==> config.mk <==
export PLATFORM = sky130hd
export DESIGN_NAME = sec_irq_ctrl
export DESIGN_NICKNAME = d
export VERILOG_FILES = /design/src/rtl/sirq_pkg.sv /design/src/rtl/sirq_level_capture.sv /design/src/rtl/sirq_regbank.sv /design/src/rtl/sirq_route.sv /design/src/rtl/sec_irq_ctrl.sv
export SDC_FILE = /design/constraint.sdc
export NUM_CORES = 1
export LEC_CHECK = 0
export ABC_AREA = 1
export BUFFER_PORTS_ARGS = -buffer_cell sky130_fd_sc_hd__buf_2
export CAP_MARGIN = 20
export CORE_MARGIN = 2
export CORE_UTILIZATION = 54
export DETAILED_ROUTE_END_ITERATION = 10
export PLACE_DENSITY = 0.87
export SYNTH_ARGS = -nofsm -noshare
export SYNTH_HDL_FRONTEND = slang
export SYNTH_SLANG_ARGS = --single-unit
==> constraint.sdc <==
create_clock -name clk -period 3.5 [get_ports clk]
set_input_delay 0.7 -clock clk [delete_from_list [all_inputs] [get_ports clk]]
set_output_delay 0.7 -clock clk [all_outputs]
set_load 0.02 [all_outputs]
==> src/rtl/sirq_pkg.sv <==
package sirq_pkg;
  // register word indices (byte address >> 2)
  localparam int unsigned WRD_MSTAT    = 0;
  localparam int unsigned WRD_RAW      = 1;
  localparam int unsigned WRD_MASK_SET = 2;
  localparam int unsigned WRD_MASK_CLR = 3;
  localparam int unsigned WRD_SOFT_SET = 4;
  localparam int unsigned WRD_SOFT_CLR = 5;
  localparam int unsigned WRD_BYP_SET  = 8;
  localparam int unsigned WRD_BYP_CLR  = 9;

  function automatic logic [31:0] window_bits(input int unsigned lo, input int unsigned hi);
    logic [31:0] r;
    r = '0;
    for (int unsigned i = 0; i < 32; i++) begin
      if (i >= lo && i <= hi) r[i] = 1'b1;
    end
    return r;
  endfunction
endpackage

==> src/rtl/sirq_level_capture.sv <==
module sirq_level_capture #(
  parameter int N = 32
) (
  input  logic         clk,
  input  logic         rst_n,
  input  logic [N-1:0] irq_in,
  output logic [N-1:0] raw_nxt,
  output logic [N-1:0] raw_q
);
  logic cap_en;

  always_comb begin
    cap_en  = 1'b1;
    raw_nxt = irq_in;
  end

  always_ff @(posedge clk or negedge rst_n) begin
    if (!rst_n) begin
      raw_q <= '0;
    end else if (cap_en) begin
      raw_q <= raw_nxt;
    end
  end
endmodule

==> src/rtl/sirq_regbank.sv <==
module sirq_regbank
  import sirq_pkg::*;
#(
  parameter int N      = 32,
  parameter int WORD_W = 10,
  parameter logic [N-1:0] BYP_MASK = '0
) (
  input  logic              clk,
  input  logic              rst_n,
  input  logic              wr_en,
  input  logic              rd_en,
  input  logic [WORD_W-1:0] word,
  input  logic [N-1:0]      wdata,
  input  logic [N-1:0]      raw_q,
  output logic [N-1:0]      rdata,
  output logic [N-1:0]      mask_q,
  output logic [N-1:0]      byp_q,
  output logic [N-1:0]      mask_nxt,
  output logic [N-1:0]      byp_nxt
);
  localparam logic [WORD_W-1:0] W_MSTAT    = WORD_W'(WRD_MSTAT);
  localparam logic [WORD_W-1:0] W_RAW      = WORD_W'(WRD_RAW);
  localparam logic [WORD_W-1:0] W_MASK_SET = WORD_W'(WRD_MASK_SET);
  localparam logic [WORD_W-1:0] W_MASK_CLR = WORD_W'(WRD_MASK_CLR);
  localparam logic [WORD_W-1:0] W_SOFT_SET = WORD_W'(WRD_SOFT_SET);
  localparam logic [WORD_W-1:0] W_SOFT_CLR = WORD_W'(WRD_SOFT_CLR);
  localparam logic [WORD_W-1:0] W_BYP_SET  = WORD_W'(WRD_BYP_SET);
  localparam logic [WORD_W-1:0] W_BYP_CLR  = WORD_W'(WRD_BYP_CLR);
  localparam logic [N-1:0]      SOFT_BIT   = N'(1);

  logic data_nz;
  logic mask_en;
  logic byp_en;

  assign data_nz = |wdata;

  // next-state for mask and bypass enables
  always_comb begin
    mask_nxt = mask_q;
    byp_nxt  = byp_q;
    mask_en  = 1'b0;
    byp_en   = 1'b0;
    if (wr_en) begin
      case (word)
        W_MASK_SET: begin
          mask_nxt = mask_q | wdata;
          mask_en  = 1'b1;
        end
        W_MASK_CLR: begin
          mask_nxt = mask_q & ~wdata;
          mask_en  = 1'b1;
        end
        W_SOFT_SET: begin
          if (data_nz) mask_nxt = mask_q | SOFT_BIT;
          mask_en = data_nz;
        end
        W_SOFT_CLR: begin
          if (data_nz) mask_nxt = mask_q & ~SOFT_BIT;
          mask_en = data_nz;
        end
        W_BYP_SET: begin
          byp_nxt = byp_q | (wdata & BYP_MASK);
          byp_en  = 1'b1;
        end
        W_BYP_CLR: begin
          byp_nxt = byp_q & ~wdata;
          byp_en  = 1'b1;
        end
        default: begin
          mask_nxt = mask_q;
          byp_nxt  = byp_q;
        end
      endcase
    end
  end

  always_ff @(posedge clk or negedge rst_n) begin
    if (!rst_n) begin
      mask_q <= '0;
    end else if (mask_en) begin
      mask_q <= mask_nxt;
    end
  end

  always_ff @(posedge clk or negedge rst_n) begin
    if (!rst_n) begin
      byp_q <= '0;
    end else if (byp_en) begin
      byp_q <= byp_nxt;
    end
  end

  // read mux
  always_comb begin
    rdata = '0;
    if (rd_en) begin
      case (word)
        W_MSTAT:    rdata = raw_q & mask_q;
        W_RAW:      rdata = raw_q;
        W_MASK_SET: rdata = mask_q;
        W_SOFT_SET: rdata = raw_q & SOFT_BIT;
        W_BYP_SET:  rdata = byp_q;
        default:    rdata = '0;
      endcase
    end
  end
endmodule

==> src/rtl/sirq_route.sv <==
module sirq_route #(
  parameter int N        = 32,
  parameter int SUM_LINE = 31,
  parameter logic [N-1:0] BYP_MASK = '0
) (
  input  logic         clk,
  input  logic         rst_n,
  input  logic [N-1:0] raw_nxt,
  input  logic [N-1:0] mask_nxt,
  input  logic [N-1:0] byp_nxt,
  output logic [N-1:0] up_q
);
  logic any_nxt;
  logic byp_unused;

  assign any_nxt    = |(raw_nxt & mask_nxt);
  assign byp_unused = ^(byp_nxt & ~BYP_MASK);

  for (genvar i = 0; i < N; i++) begin : g_line
    if (i == SUM_LINE) begin : g_sum
      logic d;
      assign d = any_nxt;
      always_ff @(posedge clk or negedge rst_n) begin
        if (!rst_n) up_q[i] <= 1'b0;
        else        up_q[i] <= d;
      end
    end else if (BYP_MASK[i]) begin : g_byp
      logic d;
      assign d = byp_nxt[i] & raw_nxt[i];
      always_ff @(posedge clk or negedge rst_n) begin
        if (!rst_n) up_q[i] <= 1'b0;
        else        up_q[i] <= d;
      end
    end else begin : g_quiet
      assign up_q[i] = 1'b0;
    end
  end
endmodule

==> src/rtl/sec_irq_ctrl.sv <==
module sec_irq_ctrl #(
  parameter int N        = 32,
  parameter int ADDR_W   = 12,
  parameter int BYP_LO   = 21,
  parameter int BYP_HI   = 30,
  parameter int SUM_LINE = 31
) (
  input  logic              clk,
  input  logic              rst_n,
  input  logic [N-1:0]      irq_in,
  input  logic              psel,
  input  logic              pwrite,
  input  logic [ADDR_W-1:0] paddr,
  input  logic [N-1:0]      pwdata,
  output logic [N-1:0]      prdata,
  output logic [N-1:0]      irq_up_o
);
  localparam int WORD_W = ADDR_W - 2;
  localparam logic [N-1:0] BYP_MASK = N'(sirq_pkg::window_bits(BYP_LO, BYP_HI));

  logic              rst_meta_n;
  logic              rst_sync_n;
  logic              wr_en;
  logic              rd_en;
  logic [WORD_W-1:0] word_sel;
  logic              addr_unused;
  logic [N-1:0]      raw_nxt, raw_q;
  logic [N-1:0]      mask_q, mask_nxt;
  logic [N-1:0]      byp_q, byp_nxt;

  // asynchronous assert, synchronous release
  always_ff @(posedge clk or negedge rst_n) begin
    if (!rst_n) begin
      rst_meta_n <= 1'b0;
      rst_sync_n <= 1'b0;
    end else begin
      rst_meta_n <= 1'b1;
      rst_sync_n <= rst_meta_n;
    end
  end

  assign wr_en       = psel & pwrite;
  assign rd_en       = psel & ~pwrite;
  assign word_sel    = paddr[ADDR_W-1:2];
  assign addr_unused = ^paddr[1:0];

  sirq_level_capture #(.N(N)) u_cap (
    .clk     (clk),
    .rst_n   (rst_sync_n),
    .irq_in  (irq_in),
    .raw_nxt (raw_nxt),
    .raw_q   (raw_q)
  );

  sirq_regbank #(.N(N), .WORD_W(WORD_W), .BYP_MASK(BYP_MASK)) u_regs (
    .clk      (clk),
    .rst_n    (rst_sync_n),
    .wr_en    (wr_en),
    .rd_en    (rd_en),
    .word     (word_sel),
    .wdata    (pwdata),
    .raw_q    (raw_q),
    .rdata    (prdata),
    .mask_q   (mask_q),
    .byp_q    (byp_q),
    .mask_nxt (mask_nxt),
    .byp_nxt  (byp_nxt)
  );

  sirq_route #(.N(N), .SUM_LINE(SUM_LINE), .BYP_MASK(BYP_MASK)) u_route (
    .clk      (clk),
    .rst_n    (rst_sync_n),
    .raw_nxt  (raw_nxt),
    .mask_nxt (mask_nxt),
    .byp_nxt  (byp_nxt),
    .up_q     (irq_up_o)
  );
endmodule

-- Word level (Yosys, flattened, before mapping)
Index checks and enable logic that the tools add are counted.
- equality and inequality tests: 7
- muxes and demuxes: 12
- bitwise logic cells: 20
- reductions and logical operators: 8
- operators with widths (kind ; number):
    $pmux W32 S5 ; 1
    $and A32 B32 Y32 ; 4
    $pmux W32 S4 ; 1
    $mux W32 ; 2
    $pmux W32 S2 ; 1
    $reduce_or A32 Y1 ; 2
    $not A32 Y32 ; 1
    $or A32 B31 Y32 ; 1
    $or A32 B32 Y32 ; 1
    $mux W31 ; 1
    $eq A10 B2 Y1 const B ; 2
    $eq A10 B3 Y1 const B ; 2
    $eq A10 B4 Y1 const B ; 2
    $and A1 B1 Y1 ; 12
    $eq A10 B1 Y1 const B ; 1
    $logic_not A10 Y1 ; 1
    $reduce_or A2 Y1 ; 3
    $mux W1 ; 5
    $reduce_and A3 Y1 ; 1
    $pmux W1 S2 ; 1
    $reduce_bool A2 Y1 ; 1
    $not A1 Y1 ; 1
- flip-flop bits (word level): 109
- input port bits: 80
- output and inout bits: 64
- word-level logic and storage cells: 64

-- Logic depth before layout (Yosys ltp)
Gate-level depths: netlist of the first run.
- depth in word-level cells: 6
- depth in mapped cells: 13
- gate-level depth less buffers: 13

-- Modules after synthesis
From an unflattened synthesis of the first run, not the netlist that was laid out.
- cell total of the unflattened synthesis: 816
- area, all modules: 6324.8 um2
- by module, submodules not included (module ; instances ; cells an instance ; area each (um2) ; sequential area each (um2)):
    sirq_regbank ; 1 ; 629 ; 4464.3 ; 1601.5
    sirq_level_capture ; 1 ; 64 ; 1041.0 ; 800.8
    sirq_route ; 1 ; 116 ; 748.2 ; 275.3
    sec_irq_ctrl ; 1 ; 7 ; 71.3 ; 50.0

-- Worst setup path before layout of the first run
No wires, ideal clock.
- kind: input-to-output
- from: input port paddr[7]
- to: output port prdata[10]
- arrival: 2104 ps
- required time: 2800 ps
- path slack: 696 ps
- stages: 8
- buffers on the path: 3
- cell sequence: nor2_1 nand2_2 nor2_4 buf_6 buf_4 buf_2 o2111ai_1 a31oi_1
- longest elaborated chain between the ends: 3
- elaborated cells on any way between the ends: 7
- classes of those cells: eq/ne: 4; mux: 2; reduce/logical: 1
- RTL lines (element ; RTL line ; text):
    from (decl) ; sec_irq_ctrl.sv:13 ; input logic [ADDR_W-1:0] paddr,
    $eq A10 B4 Y1, or another cell as far along ; sirq_regbank.sv:97 ; case (word)
    $pmux W32 S5 (*) ; sirq_regbank.sv:97 ;
    $mux W32 (*) ; sirq_regbank.sv:96 ; if (rd_en) begin
    to (decl) ; sec_irq_ctrl.sv:15 ; output logic [N-1:0] prdata,
Every way passes the cells marked *; elsewhere a longest branch is shown, timed or not.

-- Final worst setup path of the first run
- from: input port paddr[7]
- to: output port prdata[3]
The elaborated chain is that of the path after synthesis.

==> summary.log, run 1 <==
qor: detailed_routing.final_antenna_net_count 0
qor: timing.final_hold_viol_count 0
qor: global_route.grt_overflow 0
qor: worst_setup_path.critical_path.slowest_cell sky130_fd_sc_hd__o31ai_4
qor: power.power.share.sequential 0.547
qor: flow_run.timing.max_cap.violations 0
qor: clocking.cts_resized 0
qor: timing.fmaxAchievable 313 MHz
qor: power.combinationalPowerShare 0.096
qor: power.total_power 2.38 mW
qor: worst_setup_path.setup.worst_path.start paddr[7]
qor: logic_synthesis.synthesis.area_per_instance 7.86 um2
qor: worst_setup_path.path_max_fanout 40
qor: worst_setup_path.criticalPathCategory input pin to primary output
qor: global_route.use_met1 0.362
qor: worst_setup_path.cp_slowest_stage_delay 0.74 ns
qor: logic_synthesis.area_share_of_the_largest_cell_type_after_synthesis 0.479
qor: global_route.first_global_vias 5359
qor: place.place_hpwl 10600 um
qor: clocking.cts_buffers 9
qor: global_route.met3_resource_use_gr 0.0407
qor: die.rows 37
qor: detailed_routing.drc_markers 0
qor: clocking.postCtsSetupRepairBufs 0
qor: timing.worst_pin_slew 0.902 ns
qor: timing.setup-tns-final 0 ns
qor: logic_synthesis.synthesis.yosys.warnings 0
qor: clocking.root_buffer sky130_fd_sc_hd__clkbuf_8
qor: detailed_routing.wl_per_cell 15.9 um
qor: clocking.holdBufCountCts 0
qor: detailed_routing.drt-vias-per-instance 5.66
qor: worst_setup_path.critPathLaunchType input pin
qor: logic_synthesis.synth_seq_area_share 0.479
qor: worst_setup_path.cp_cell_sequence buf_2 -> nor2_1 -> nand2_2 -> nor2_4 -> buf_12 -> nand2_1 -> nand2_1 -> o31ai_4 -> a31oi_1 -> buf_2
qor: timing.final-max-slew-violation-count 0
qor: die.die_height 107 um
qor: die.initial_utilization 0.554
qor: worst_setup_path.critical_path.reg2reg.startpoint u_regs.mask_q[15]
qor: power.vdd.ir_drop.worst 0.236 mV
qor: logic_synthesis.yosys_register_bits 109
qor: clocking.number_of_sinks_handled_by_clock_tree_synthesis 109
qor: place.place.gp.congestion 0.871
qor: die.placeableCoreArea 10300 um2
qor: detailed_routing.drt_first_pass_iters 5
qor: power.netSwitchingFraction 0.260
qor: logic_synthesis.synth_area_leaders sky130_fd_sc_hd__dfrtp_1 48%, sky130_fd_sc_hd__nand2_1 12%, sky130_fd_sc_hd__nor2_1 6.1%
qor: timing.maxSlewHeadroom 0.399
qor: clocking.maximum_number_of_buffers_from_clock_root_to_sink 2
qor: logic_synthesis.ys.flop_type sky130_fd_sc_hd__dfrtp_1
qor: logic_synthesis.count_of_flip_flops_with_a_built_in_enable_after_synthesis 0
qor: timing.finClkSkew 0.0136 ns
qor: power.total_switching_power 0.619 mW
qor: detailed_routing.routed-via-count 5522
qor: worst_setup_path.critPathCaptureType primary output
qor: power.power.share.clock 0.357
qor: global_route.pin_count_of_the_biggest_net_entering_global_routing 80
qor: layout.share_of_cells_above_drive_strength_1 0.200
qor: layout.insertedDiodeCount 0
qor: logic_synthesis.yosys.cell_types.count 30
qor: worst_hold_path.hold_class input pin to asynchronous set/reset pin
qor: power.intPower 1.76 mW
qor: timing.setup-violations-final 0
qor: global_route.grt_usage 0.280
qor: global_route.global_route.peak_usage_layer met2
qor: timing.rsz_0062_raised_after_global_routing no
qor: layout.layout_nets 915
qor: worst_setup_path.worst_ep_arrival_time 2.50 ns
qor: timing.min_period 3.20 ns
qor: logic_synthesis.synth_largest_area_cell sky130_fd_sc_hd__dfrtp_1
qor: clocking.tritoncts done
qor: worst_setup_path.worstPathRequired 2.80 ns
qor: detailed_routing.detail_route.iter0.violations 496
qor: die.floorplan.io_pins 144
qor: global_route.global_route.usage.met2 0.470
qor: clocking.clkTransAtPathRegs 0.11 ns
qor: power.pleak 3.36 nW
qor: detailed_routing.routed_wirelength 15600 um
qor: die.chipWidth 107 um
qor: status.run_status complete, no violations
qor: die.fp.dieArea 11400 um2
qor: logic_synthesis.synthesis.area 5700 um2
qor: global_route.antenna_found_initial 0
qor: power.pwr_density_cell 363 nW/um2
qor: layout.area.growth.synth_to_final 15.2%
qor: timing.fin_crit_sh 0.913
qor: global_route.first_pass_grt_wire_length 25100 um
qor: logic_synthesis.synth_async_sr_flop_share 1.00
qor: clocking.cts_htree_levels 3
qor: clocking.clkLatencyLatePin 0.37 ns
qor: place.port-buffer-count 120
qor: logic_synthesis.syn_inst 725
==> sequential cells by signal, summed over array words and instances, names as in the netlist <==
register and flops:
u_regs.byp_q 32, u_route.up_q 11, u_regs.mask_q 32, rst_sync_n 1
rst_meta_n 1, u_cap.raw_q 32
==> path summary, 6_finish.rpt <==
path / to / slack [ns] / cells past startpoint
max: prdata[3] / 0.30 / 10
min: rst_sync_n / 0.09 / 1
max reg2reg: u_route.up_q[31] / 1.99 / 10
min reg2reg: u_regs.mask_q[6] / 0.14 / 0
max in group asynchronous: u_regs.byp_q[9] / 2.46 / 2
min in group clk: rst_sync_n / 0.38 / 0
==> through the flow <==
step	instances	utilization	hold WS, ns	setup WS (ns)	area [um2]
after floorplan	745	-	0.331	0.239	5770
after global placement	959	0.614	0.335	0.326	6310
after detailed placement	959	0.614	0.344	0.299	6310
after CTS	975	0.636	0.0812	0.293	6530
after global routing	976	0.638	0.0783	0.190	6560
final	976	0.638	0.0869	0.304	6560
==> cell usage after synthesis (all sizes together) (3+ instances only) <==
| master | instances |
|---|---|
| o22ai | 10 |
| nand3 | 20 |
| nand2 | 190 |
| a21oi | 39 |
| a31oi | 33 |
| a221oi | 9 |
| buf | 46 |
| nor3 | 3 |
| a21boi | 9 |
| nand4 | 25 |
| o21ai | 45 |
| clkbuf | 12 |
| inv | 63 |
| dfrtp | 109 |
| o2111ai | 10 |
| nor2 | 96 |
==> cell usage in the layout, fill, tap and decap left out, drive strengths merged <==
cell	n
nand3	20
a21oi	39
a21boi	9
nor2	96
inv	64
nand4	25
a31oi	33
o211ai	2
clkinvlp	2
dfrtp	109
nor3	3
a221oi	9
bufinv	2
conb	22
buf	137
nand2	190
o31ai	1
o2111ai	10
or2	1
clkinv	2
o22ai	10
clkbuf	9
o21ai	45
==> logic make-up (layout without fill, tap and decap cells) <==
kind of cell    count (synthesis)  after routing  share of synthesized area
simple gates                  335            335                      0.246
flops                         109            109                      0.479
other cells                     2             22                    0.00132
compound gates                158            158                      0.168
buf+inv                       121            216                      0.106
==> metal layers <==
layer	vias up	part of all wire
met4	0	0.030
met1	2595	0.41
li1	2592	-
met2	280	0.48
met5	-	0
met3	55	0.075
==> cell type report <==
type                       count  area [um2]
clock buffer                   9         124
multi-input combinational    515        2440
inverter                      63         236
sequential                   109        2730
tap                          136         170
timing repair buffer         137         761
fill                         918        3720
clock inverter                 7        97.6
==> critical path, delay by kind of cell <==
| kind | cells | cell delay, ns |
|---|---|---|
| AOI/OAI and AO/OA | 2 | 0.88 |
| buffers and inverters | 3 | 0.47 |
| and+or+nand+nor | 5 | 0.46 |
==> power by group through the flow <==
stage | registers, mW | clock network, mW | logic, mW
after floorplan | 1.34 | 0 | 0.115
after global placement | 1.34 | 0 | 0.202
after detailed placement | 1.34 | 0 | 0.205
after CTS | 1.32 | 0.850 | 0.206
after global routing | 1.30 | 0.901 | 0.252
final | 1.30 | 0.851 | 0.229
Power figures use the tool's default switching activity.
==> run 2, diff against run 1 <==
ABC_AREA = default   (was 1)
CORE_UTILIZATION = 53   (was 54)
PLACE_DENSITY = 0.86   (was 0.87)
==> run 2 against run 1 <==
Compared with the run above: via count fell by 13%; die area fell by 4.5%; count of clock-buffer cells in the layout rose by 4; worst hold slack improved by 0.0034 ns; sequential share of layout area rose by 0.86 points; wire length fell by 1.3%; core utilization rose by 1.9 points; register-to-register slack got worse by 0.09 ns; critical endpoint unchanged; largest power group unchanged.
==> summary.log, run 2 <==
qor: status.run_status complete, no violations
qor: power.netSwitchingFraction 0.258
qor: layout.layout_nets 722
qor: layout.layout.cells.most_common_list 108 x sky130_fd_sc_hd__dfrtp_1, 106 x sky130_fd_sc_hd__buf_2, 71 x sky130_fd_sc_hd__nand2_1
qor: timing.setup-violations-final 0
qor: detailed_routing.detail_route.iter0.violations 459
qor: power.pwr_density_cell 345 nW/um2
qor: logic_synthesis.syn_inst 520
qor: global_route.first_pass_grt_wire_length 24100 um
qor: place.place.gp.congestion 0.855
qor: detailed_routing.wl_per_cell 19.7 um
qor: worst_setup_path.cp_cell_sequence buf_6 -> or4_4 -> or2_4 -> nor4b_4 -> buf_6 -> clkbuf_16 -> a21o_1 -> o21ai_1 -> a21oi_2 -> buf_2
qor: detailed_routing.drc_markers 0
qor: power.total_switching_power 0.572 mW
qor: logic_synthesis.synth.mux.area_fraction 0.0754
qor: detailed_routing.dr.max_layer_used met4
qor: timing.finClkSkew 0.00904 ns
qor: worst_setup_path.worst_ep_arrival_time 2.75 ns
qor: logic_synthesis.synthesis.area 5330 um2
qor: timing.rsz_0062_raised_after_global_routing yes
qor: worst_setup_path.critPathCaptureType primary output
qor: logic_synthesis.synth_async_sr_flop_share 1.00
qor: logic_synthesis.post_synth_xor_area_fraction 0.00164
qor: logic_synthesis.synth_compound_gate_area_share 0.184
qor: worst_setup_path.critical_path.slowest_cell sky130_fd_sc_hd__or4_4
qor: layout.fin_area 6430 um2
qor: logic_synthesis.synthAdderAreaFrac 0.00188
qor: power.combinationalPowerShare 0.088
qor: die.fp.dieArea 10900 um2
qor: clocking.tritoncts done
qor: worst_setup_path.gate_family_responsible_for_the_most_delay_along_the_worst_path simple AND/OR/NAND/NOR gates
qor: power.vdd.ir_drop.worst 0.281 mV
qor: worst_setup_path.path_max_fanout 5
qor: detailed_routing.met2WireLength 7390 um
qor: layout.share_of_cells_above_drive_strength_1 0.301
qor: layout.finalCoreUtilization 0.658
qor: clocking.root_buffer sky130_fd_sc_hd__clkbuf_8
qor: layout.largestRegisters u_cap.raw_q (32), u_regs.byp_q (32), u_regs.mask_q (32)
qor: place.place_area 6050 um2
qor: die.chipWidth 104 um
qor: die.floorplan.io_pins 144
qor: logic_synthesis.synth_seq_area_share 0.512
qor: logic_synthesis.synthesis.area_per_instance 10.3 um2
qor: timing.min_period 3.45 ns
qor: die.die_height 104 um
qor: global_route.grt_overflow 0
qor: detailed_routing.routed_wirelength 15400 um
qor: logic_synthesis.yosys_register_bits 109
qor: logic_synthesis.area_share_of_the_largest_cell_type_after_synthesis 0.512
qor: worst_setup_path.critical-path-top-cell-by-count sky130_fd_sc_hd__buf_6
qor: logic_synthesis.synth_common_cells 109 x sky130_fd_sc_hd__dfrtp_1, 71 x sky130_fd_sc_hd__nand2_1, 34 x sky130_fd_sc_hd__nand4_1
qor: worst_setup_path.criticalPathCategory input pin to primary output
qor: place.dp_worst_setup_slack -0.00849 ns
qor: detailed_routing.routed-via-count 4793
qor: layout.mostFrequentLayoutCell sky130_fd_sc_hd__dfrtp_1
qor: logic_synthesis.library_cell_with_the_highest_instance_count_after_synthesis sky130_fd_sc_hd__dfrtp_1
qor: timing.postLayoutSetupSlackWorst 0.0453 ns
qor: power.power.share.sequential 0.587
qor: detailed_routing.routedLengthMet1 5990 um
qor: worst_setup_path.critical_path.n_buffers_inverters 4
qor: timing.maxSlewHeadroom 0.506
qor: layout.area.growth.synth_to_final 20.6%
qor: global_route.grt_usage 0.280
qor: clocking.number_of_sinks_handled_by_clock_tree_synthesis 109
qor: worst_setup_path.cp_slowest_stage_delay 0.55 ns
qor: clocking.cts_htree_levels 3
qor: clocking.clkTransAtPathRegs 0.09 ns
qor: die.initial_utilization 0.545
qor: power.intPower 1.64 mW
qor: worst_setup_path.worstPathRequired 2.80 ns
qor: logic_synthesis.synthesis.yosys.warnings 0
qor: timing.worst_pin_slew 0.741 ns
qor: clocking.holdBufCountCts 0
qor: clocking.clkLatencyLatePin 0.38 ns
qor: clocking.cts_buffers 9
qor: logic_synthesis.yosys.cell_types.count 50
qor: worst_setup_path.critPathLaunchType input pin
qor: timing.final_hold_viol_count 0
qor: timing.final-max-slew-violation-count 0
qor: detailed_routing.drt-vias-per-instance 6.14
qor: global_route.antenna_found_initial 0
qor: logic_synthesis.synth_top_family_by_area compound AO/OA/AOI/OAI gates
qor: place.place_hpwl 10100 um
qor: power.power.share.clock 0.325
qor: worst_hold_path.hold_class input pin to asynchronous set/reset pin
qor: layout.insertedDiodeCount 0
qor: detailed_routing.final_antenna_net_count 0
qor: place.post-place-cells 757
qor: detailed_routing.detailroute.wirelength.met3 1490 um
qor: logic_synthesis.synth_area_leaders sky130_fd_sc_hd__dfrtp_1 51%, sky130_fd_sc_hd__nand2_1 5.0%, sky130_fd_sc_hd__a21o_1 4.4%
qor: timing.fmaxAchievable 289 MHz
qor: global_route.pin_count_of_the_biggest_net_entering_global_routing 85
qor: global_route.first_global_vias 4633
qor: place.port-buffer-count 120
qor: logic_synthesis.simple_gate_area_share_of_the_yosys_netlist 0.158
qor: logic_synthesis.count_of_flip_flops_with_a_built_in_enable_after_synthesis 0
qor: die.placeableCoreArea 9770 um2
qor: detailed_routing.drt_first_pass_iters 5
qor: clocking.maximum_number_of_buffers_from_clock_root_to_sink 2
qor: flow_run.timing.max_cap.violations 0
qor: power.pleak 3.28 nW
qor: logic_synthesis.ys.flop_type sky130_fd_sc_hd__dfrtp_1
qor: die.rows 36
qor: logic_synthesis.synth_largest_area_cell sky130_fd_sc_hd__dfrtp_1
qor: timing.fin_crit_sh 0.987
qor: layout.stdcell_count 780
-- run 2: cell count changes after synthesis, moves of 11 or more --
cell,change
sky130_fd_sc_hd__nand2_1,-114
sky130_fd_sc_hd__nor2_1,-87
sky130_fd_sc_hd__inv_1,-53
sky130_fd_sc_hd__a31oi_1,-33
sky130_fd_sc_hd__a21o_1,+31
sky130_fd_sc_hd__a21boi_0,+22
sky130_fd_sc_hd__mux2_2,+20
sky130_fd_sc_hd__nand3_1,-19
sky130_fd_sc_hd__mux2i_1,+15
sky130_fd_sc_hd__a22o_1,+11
sky130_fd_sc_hd__clkbuf_1,+11
sky130_fd_sc_hd__nor4_1,+11
-- run 2: kinds of logic after synthesis --
kind of cell,Yosys count
DFF,109
adders and majority gates,1
and+or+nand+nor,155
muxes,37
buffers and inverters,64
other,2
AOI/OAI and AO/OA,151
xor gates and xnor gates,1
-- run 2: cell type report --
type                       instances  area [um2]
clock buffer                      13         159
clock inverter                     3        20.0
fill                             770        3350
inverter                           8        30.0
multi-input combinational        367        2350
sequential                       109        2730
tap                              133         166
timing repair buffer             147         973
-- run 2: layer usage --
| layer | vias up | GRT usage |
|---|---|---|
| met2 | 328 | 0.437 |
| li1 | 2074 | - |
| met3 | 57 | 0.0677 |
| met5 | - | 0 |
| met1 | 2334 | 0.382 |
| met4 | 0 | 0.0975 |
-- run 2: worst register-to-register path: cells and delay by family (launching register included) --
family	cells	cell delay (ns)
AO/OA/AOI/OAI	1	0.24
flip-flops	1	0.39
multiplexers	1	0.32
AND/OR/NAND/NOR	2	0.54
-- run 2: power by group through the flow --
stage | Sequential [mW] | Clock [mW] | Combinational [mW]
after floorplan | 1.33 | 0 | 0.0877
after global placement | 1.33 | 0 | 0.168
after detailed placement | 1.34 | 0 | 0.171
after CTS | 1.31 | 0.722 | 0.173
after global routing | 1.30 | 0.785 | 0.210
final | 1.30 | 0.721 | 0.195
-- run 2: stage by stage --
step | power, mW | setup TNS, ns | hold slack, ns
after global placement | 1.50 | 0 | 0.341
after CTS | 2.21 | 0 | 0.0802
after detailed placement | 1.51 | -0.00973 | 0.339
after floorplan | 1.42 | 0 | 0.331
after global routing | 2.30 | -0.0712 | 0.0716
final | 2.22 | 0 | 0.0902
-- run 2: worst paths after layout --
path,start,endpoint,slack (ns),cells after the start
setup / recovery,paddr[9],prdata[3],0.05,10
hold / removal,rst_n,rst_sync_n,0.09,1
setup reg to reg,u_regs.mask_q[3],u_route.up_q[31],1.90,4
hold reg to reg,rst_sync_n,u_cap.raw_q[27],0.27,0
max in group asynchronous,rst_sync_n,u_regs.byp_q[0],2.38,2
min in group clk,rst_meta_n,rst_sync_n,0.36,0
-- run 2: repair_timing --
item	CTS	global route
pin swaps	4	9
gates resized for setup	7	22
buffers inserted	2	1
gates cloned	1	2
endpoints found under the setup margin	6	22
==> run 3, diff against run 2 <==
==> constraint.sdc (replaced) <==
create_clock -name clk -period 3.5 [get_ports clk]
set_input_delay 0.175 -clock clk [delete_from_list [all_inputs] [get_ports clk]]
set_output_delay 0.175 -clock clk [all_outputs]
set_load 0.02 [all_outputs]
==> run 3 against run 2 <==
Compared with the run above: via count is 0.10% higher; count of clock-buffer cells in the layout is 2 lower; critical path depth is 1 lower.
==> summary.log, run 3 (synthesis results as in run 2) <==
qor: clocking.cts_buffers 9
qor: worst_setup_path.cp_cell_sequence buf_2 -> or4_4 -> nor3_1 -> nand2_1 -> nor2_2 -> buf_12 -> nand2_1 -> a21oi_1 -> buf_2
qor: place.place_hpwl 10200 um
qor: place.place_area 6000 um2
qor: detailed_routing.detailroute.wirelength.met3 1290 um
qor: layout.layout.cells.most_common_list 120 x sky130_fd_sc_hd__buf_2, 108 x sky130_fd_sc_hd__dfrtp_1, 71 x sky130_fd_sc_hd__nand2_1
qor: detailed_routing.dr.max_layer_used met4
qor: die.fp.dieArea 10900 um2
qor: global_route.first_global_vias 4899
qor: layout.area.growth.synth_to_final 23.6%
qor: die.chipWidth 104 um
qor: clocking.tritoncts done
qor: timing.rsz_0062_raised_after_global_routing no
qor: detailed_routing.routed-via-count 4798
qor: timing.fin_crit_sh 0.747
qor: status.run_status complete, no violations
qor: clocking.root_buffer sky130_fd_sc_hd__clkbuf_8
qor: detailed_routing.wl_per_cell 18.9 um
qor: detailed_routing.detail_route.iter0.violations 400
qor: place.port-buffer-count 120
qor: detailed_routing.routedLengthMet1 6170 um
qor: global_route.antenna_found_initial 0
qor: worst_setup_path.critPathCaptureType primary output
qor: clocking.maximum_number_of_buffers_from_clock_root_to_sink 2
qor: place.place.gp.congestion 0.893
qor: worst_setup_path.worst_ep_arrival_time 2.44 ns
qor: layout.finalCoreUtilization 0.674
qor: global_route.grt_overflow 0
qor: layout.mostFrequentLayoutCell sky130_fd_sc_hd__buf_2
qor: worst_setup_path.worstPathRequired 3.32 ns
qor: layout.layout_nets 750
qor: worst_setup_path.cp_slowest_stage_delay 0.57 ns
qor: detailed_routing.routed_wirelength 15300 um
qor: clocking.cts_htree_levels 3
qor: die.initial_utilization 0.545
qor: worst_setup_path.gate_family_responsible_for_the_most_delay_along_the_worst_path simple AND/OR/NAND/NOR gates
qor: clocking.clkTransAtPathRegs 0.09 ns
qor: layout.insertedDiodeCount 0
qor: worst_setup_path.critPathLaunchType input pin
qor: place.dp_worst_setup_slack 0.920 ns
qor: worst_setup_path.criticalPathCategory input pin to primary output
qor: layout.stdcell_count 808
qor: die.die_height 104 um
qor: die.floorplan.io_pins 144
qor: power.pwr_density_cell 350 nW/um2
qor: detailed_routing.final_antenna_net_count 0
qor: detailed_routing.met2WireLength 7250 um
qor: clocking.number_of_sinks_handled_by_clock_tree_synthesis 109
qor: die.placeableCoreArea 9770 um2
qor: timing.final-max-slew-violation-count 0
qor: worst_setup_path.path_max_fanout 25
qor: power.vdd.ir_drop.worst 0.342 mV
qor: flow_run.timing.max_cap.violations 0
qor: timing.setup-violations-final 0
qor: place.post-place-cells 753
qor: power.pleak 3.36 nW
qor: worst_setup_path.critical_path.n_buffers_inverters 3
qor: timing.setup-tns-final 0 ns
qor: layout.fin_area 6590 um2
qor: timing.fmaxAchievable 383 MHz
qor: detailed_routing.drt_first_pass_iters 5
qor: detailed_routing.drc_markers 0
qor: clocking.clkLatencyLatePin 0.39 ns
qor: die.rows 36
qor: layout.largestRegisters u_cap.raw_q (32), u_regs.byp_q (32), u_regs.mask_q (32)
qor: timing.hold_ws 0.0128 ns
qor: detailed_routing.drt-vias-per-instance 5.94
qor: power.total_power 2.31 mW
qor: timing.postLayoutSetupSlackWorst 0.886 ns
qor: global_route.grt_usage 0.290
qor: timing.final_hold_viol_count 0
qor: layout.share_of_cells_above_drive_strength_1 0.270
qor: timing.finClkSkew 0.0119 ns
qor: timing.maxSlewHeadroom 0.433
qor: timing.worst_pin_slew 0.850 ns
qor: worst_hold_path.hold_class input pin to flop
qor: timing.min_period 2.61 ns
qor: global_route.pin_count_of_the_biggest_net_entering_global_routing 68
qor: global_route.first_pass_grt_wire_length 24900 um
qor: worst_setup_path.critical_path.slowest_cell sky130_fd_sc_hd__or4_4
==> run 3: power by group <==
part | internal (mW) | switching [mW]
clock | 0.352 | 0.434
combinational | 0.0837 | 0.130
sequential | 1.28 | 0.0231
total | 1.72 | 0.588
==> run 3: metal layers <==
layer	global-route usage	up-vias
met1	0.375	2357
met5	0	-
met4	0.135	0
li1	-	2130
met3	0.0727	46
met2	0.459	265
==> run 3: final timing paths <==
check / from / endpoint / slack (ns) / cells after the start
max: paddr[9] / prdata[3] / 0.89 / 9
min: pwdata[7] / u_regs.byp_q[7] / 0.01 / 2
max reg2reg: u_regs.mask_q[3] / u_route.up_q[31] / 1.90 / 4
min reg2reg: rst_meta_n / rst_sync_n / 0.37 / 0
max in group asynchronous: rst_sync_n / u_regs.byp_q[4] / 2.21 / 1
min in group asynchronous: rst_n / rst_sync_n / 0.09 / 2
==> run 3: cell type report <==
| type | count | area (um2) |
|---|---|---|
| clock inverters | 5 | 58.8 |
| clock buffers | 11 | 141 |
| multi-input cells | 367 | 2340 |
| inverters | 8 | 30.0 |
| flip-flops and latches | 109 | 2730 |
| repair buffers | 175 | 1120 |
| fillers | 758 | 3180 |
| well taps | 133 | 166 |
==> run 3: worst reg2reg max path, stage by stage (launching register included) <==
cell                      delay, ns
sky130_fd_sc_hd__dfrtp_1       0.39
sky130_fd_sc_hd__mux2_1        0.32
sky130_fd_sc_hd__a22o_1        0.24
sky130_fd_sc_hd__nor4_1        0.38
sky130_fd_sc_hd__nand4_1       0.14
==> run 3: repair_timing <==
item | 4_1_cts | 5_1_grt
hold buffers | 39 | 0
endpoints found under the hold margin | 40 | 0
buffers inserted | 0 | 0
gates resized for setup | 0 | 0
